**src/rtl/updn_strobe_counter.sv**
```systemverilog
module updn_strobe_counter #(
  parameter int WIDTH = 4
) (
  input  logic             clk,
  input  logic             rst_n,
  input  logic             clr,
  input  logic             load_n,
  input  logic [WIDTH-1:0] din,
  input  logic             inc_stb,
  input  logic             dec_stb,
  output logic [WIDTH-1:0] count,
  output logic             carry_n,
  output logic             borrow_n,
  output logic             collide
);

  localparam logic [WIDTH-1:0] TOP = {WIDTH{1'b1}};

  logic [2:0] inc_q, dec_q;
  logic       inc_rise, dec_rise, hold_off;

  always_ff @(posedge clk or negedge rst_n) begin
    if (!rst_n) begin
      inc_q <= 3'b111;
      dec_q <= 3'b111;
    end else begin
      inc_q <= {inc_q[1:0], inc_stb};
      dec_q <= {dec_q[1:0], dec_stb};
    end
  end

  assign inc_rise = inc_q[1] & ~inc_q[2];
  assign dec_rise = dec_q[1] & ~dec_q[2];
  assign hold_off = clr | ~load_n;

  always_ff @(posedge clk or negedge rst_n) begin
    if (!rst_n) begin
      count   <= '0;
      collide <= 1'b0;
    end else if (clr) begin
      count   <= '0;
      collide <= 1'b0;
    end else if (!load_n) begin
      count <= din;
    end else if (inc_rise && dec_rise) begin
      collide <= 1'b1;
    end else if (inc_rise) begin
      count <= count + 1'b1;
    end else if (dec_rise) begin
      count <= count - 1'b1;
    end
  end

  assign carry_n  = ~((count == TOP) & ~inc_q[1]);
  assign borrow_n = ~((count == '0)  & ~dec_q[1]);

  assert_clear_zero_R4: assert property (@(posedge clk) disable iff (!rst_n)
    clr |=> (count == '0 && !collide));

  assert_load_copy_R5: assert property (@(posedge clk) disable iff (!rst_n)
    (!clr && !load_n) |=> (count == $past(din)));

  assert_step_up_R2: assert property (@(posedge clk) disable iff (!rst_n)
    (!hold_off && inc_rise && !dec_rise) |=> (count == $past(count) + 1'b1));

  assert_step_down_R3: assert property (@(posedge clk) disable iff (!rst_n)
    (!hold_off && dec_rise && !inc_rise) |=> (count == $past(count) - 1'b1));

  assert_collide_hold_R8: assert property (@(posedge clk) disable iff (!rst_n)
    (!hold_off && inc_rise && dec_rise) |=> ($stable(count) && collide));

  assert_collide_sticky_R8: assert property (@(posedge clk) disable iff (!rst_n)
    (collide && !clr) |=> collide);

  assert_idle_stable_R9: assert property (@(posedge clk) disable iff (!rst_n)
    (!hold_off && !inc_rise && !dec_rise) |=> $stable(count));

endmodule

```
**config.mk**
```make
export PLATFORM = sky130hd
export DESIGN_NAME = updn_strobe_counter
export DESIGN_NICKNAME = d
export VERILOG_FILES = /design/src/rtl/updn_strobe_counter.sv
export SDC_FILE = /design/constraint.sdc
export NUM_CORES = 1
export LEC_CHECK = 0
export BUFFER_PORTS_ARGS = -buffer_cell sky130_fd_sc_hd__buf_2
export CAP_MARGIN = 20
export CORE_AREA = 2 2 39 41
export DETAILED_ROUTE_END_ITERATION = 10
export DIE_AREA = 0 0 41 43
export PLACE_DENSITY = 0.73
export REMOVE_ABC_BUFFERS = 1
export SYNTH_ARGS = -nofsm -noshare
export SYNTH_HDL_FRONTEND = slang
export SYNTH_SLANG_ARGS = --single-unit
```
**constraint.sdc**
```tcl
create_clock -name clk -period 3.8 [get_ports clk]
set_input_delay 0.38 -clock clk [delete_from_list [all_inputs] [get_ports clk]]
set_output_delay 0.38 -clock clk [all_outputs]
set_load 0.05 [all_outputs]
```
==> metrics.yaml <==
sta:
  period_share_pct: 54.4
  maxSlewViolCount: 0
  setup-violations-final: 0
  post-route-min-period_ps: 2070
  fin_tns_setup_ps: 0
  skew_ps: 1.92
  worst_pin_slew_ps: 377
  rsz0062_at_grt: "false"
  hold_violations: 0
  fmax_ghz: 0.483
  hold_slack_ps: 199
  relSlewSlack_pct: 74.7
synth:
  yosys_warnings: 0
  synth_xor_area_share_pct: 7.99
  ys_seq_area_share_pct: 51.6
  synth_compound_area_share_pct: 16.2
  syn-mean-instance-area_um2: 11.0
  ys_seq_elements: 11
  synth_top_family_by_area: "compound AO/OA/AOI/OAI gates"
  synth-simple-area-share_pct: 14.8
  syn_area_um2: 548
  postSynthCellCount: 50
  synth_fa_ha_area_share_pct: 4.57
  synth_cell_types: 26
  synthMuxAreaShare_pct: 0
clock_network:
  clk_latency_ps: 270
  cts_tree: "yes"
  cts_root_buffer: "clkbuf_4"
  ctsResizeCount: 0
  cts.sinks: 11
  clkTransAtPathRegs_ps: 70
  cts.path.max_buffers: 2
  cts_made_buffers: 3
  htreeDepth: 1
critical_path:
  worstPathMaxFanout: 7
  critPathRequiredTime_ps: 3980
  critPathLaunchType: "flop"
  worstPathArrival_ps: 2250
  end_kind: "flop"
  path_class: "reg2reg"
layout:
  drive_above_1_share_pct: 41.2
  layout_commonest_cell: "buf_2"
  fillers: 139
  diodes: 0
  layout_common_cells: "buf_2 (16), dfstp_2 (6), dfrtp_1 (5)"
  layout.nets: 81
  syn2layout_area_growth_pct: 21.7
  utilization_pct: 48.2
floorplanning:
  start_util_pct: 39.6
  fp-row-count: 14
  die-area_mm2: 0.00176
  io_pins: 17
  dieHeight_um: 43
  die_x_um: 41
  core-area_mm2: 0.00138
power_and_ir_drop:
  power_density_mw_per_mm2: 425
  p_leak_uw: 0.000298
  vdd_drop_max_mv: 0.222
  p_total_uw: 283
drt:
  firstDrtPassIters: 4
  avgRoutedWirePerCell_um: 12.7
  postRouteAntennaNets: 0
  drc_errors: 0
  finalWirelength_mm: 1.07
  vias: 437
  drt_iter0_drc: 6
  routed_via_density: 5.20
place:
  numPortBuffers: 16
  gp_congestion: 0.822
  dpl.hpwl_um: 766
global_routing:
  grt_pass1_vias: 392
  gr-total-overflow: 0
  grt_antenna_before_repair: 0
  grt_max_degree: 12
  grt_usage_pct: 15.3
  grt_pass1_wl_mm: 1.73
run_status:
  outcome: "finished clean"
job:
  drv_cap: 0
min_path:
  min_path_type: "in2reg"
==> through the flow <==
stage,cells,cell area (um2),setup slack [ps]
6_report,84,667,1730
2_1_floorplan,47,529,1850
5_1_grt,84,667,1640
3_5_place_dp,79,629,1750
3_3_place_gp,79,629,1790
4_1_cts,84,667,1730
==> final timing paths <==
kind / cells after the start / from / slack (ps) / to
worst max register to register: 5 / inc_q[2] / 1730 / count[3]
max in group asynchronous: 2 / rst_n / 3040 / dec_q[0]
worst max-delay path: 5 / inc_q[2] / 1730 / count[3]
worst min-delay path: 1 / inc_stb / 200 / inc_q[0]
worst min register to register: 0 / inc_q[0] / 360 / inc_q[1]
min in group asynchronous: 2 / rst_n / 500 / collide
==> layer usage <==
layer | GRT usage, % | vias to the layer above | wire, um
met5 | 0 | - | 0
met4 | 10.0 | 0 | 18
met3 | 4.71 | 4 | 58
met2 | 21.3 | 12 | 475
met1 | 19.5 | 208 | 518
li1 | - | 213 | -
==> layout make-up <==
class                   instances  area [um2]  area share (%)
clock inverters                 1        5.00           0.750
well taps                      16        20.0            3.00
repair buffers                 17        90.1            13.5
clock buffers                   3        22.5            3.38
inverters                       2        7.51            1.13
multi-input cells              34         239            35.8
flip-flops and latches         11         283            42.4
==> where the power goes <==
part	total (uW)	switching (uW)	internal (uW)
sequential	136	8.73	127
clock	80.7	41.7	39.0
combinational	66.9	43.6	23.3
total	283	94.1	189
==> Yosys cell counts <==
cell type / number / area [um2]
dfstp_2: 6 / 158
dfrtp_1: 5 / 125
nand2_1: 4 / 15.0
nor2_1: 4 / 15.0
xor2_1: 3 / 26.3
clkbuf_1: 2 / 7.51
ha_1: 2 / 25.0
inv_1: 2 / 7.51
nand4_1: 2 / 12.5
nor2b_1: 2 / 12.5
o21ai_0: 2 / 10.0
xnor2_1: 2 / 17.5
a21oi_1: 1 / 5.00
a22o_1: 1 / 8.76
a311o_1: 1 / 10.0
a311oi_1: 1 / 8.76
a311oi_2: 1 / 15.0
a31o_1: 1 / 8.76
a31oi_1: 1 / 6.26
a41oi_1: 1 / 8.76
buf_6: 1 / 11.3
nand2b_1: 1 / 6.26
nor3b_1: 1 / 7.51
nor4_1: 1 / 6.26
o21a_1: 1 / 7.51
or2_2: 1 / 6.26
==> sequential cells by signal, summed over array words and instances (netlist names) <==
register	cells
inc_q	3
dec_q	3
collide	1
count	4
==> logic make-up (layout without fill, tap and decap cells) <==
kind of cell / count (synthesis) / count (layout)
xor gates and xnor gates: 5 / 5
AOI/OAI and AO/OA: 11 / 11
adders and majority gates: 2 / 2
DFF: 11 / 11
and+or+nand+nor: 16 / 16
buffers and inverters: 5 / 23
==> worst max-delay path, stage by stage (launching register included) <==
cell	delay, ps
dfstp_2	530
nand2b_1	270
ha_1	330
a311o_1	380
a31o_1	220
a311oi_2	250
==> timing repair <==
item,CTS,global route
setup buffers,0,0
hold buffers,1,0
setup endpoints to repair,0,0
hold endpoints to repair,5,0
(Power assumes the default switching activity.)
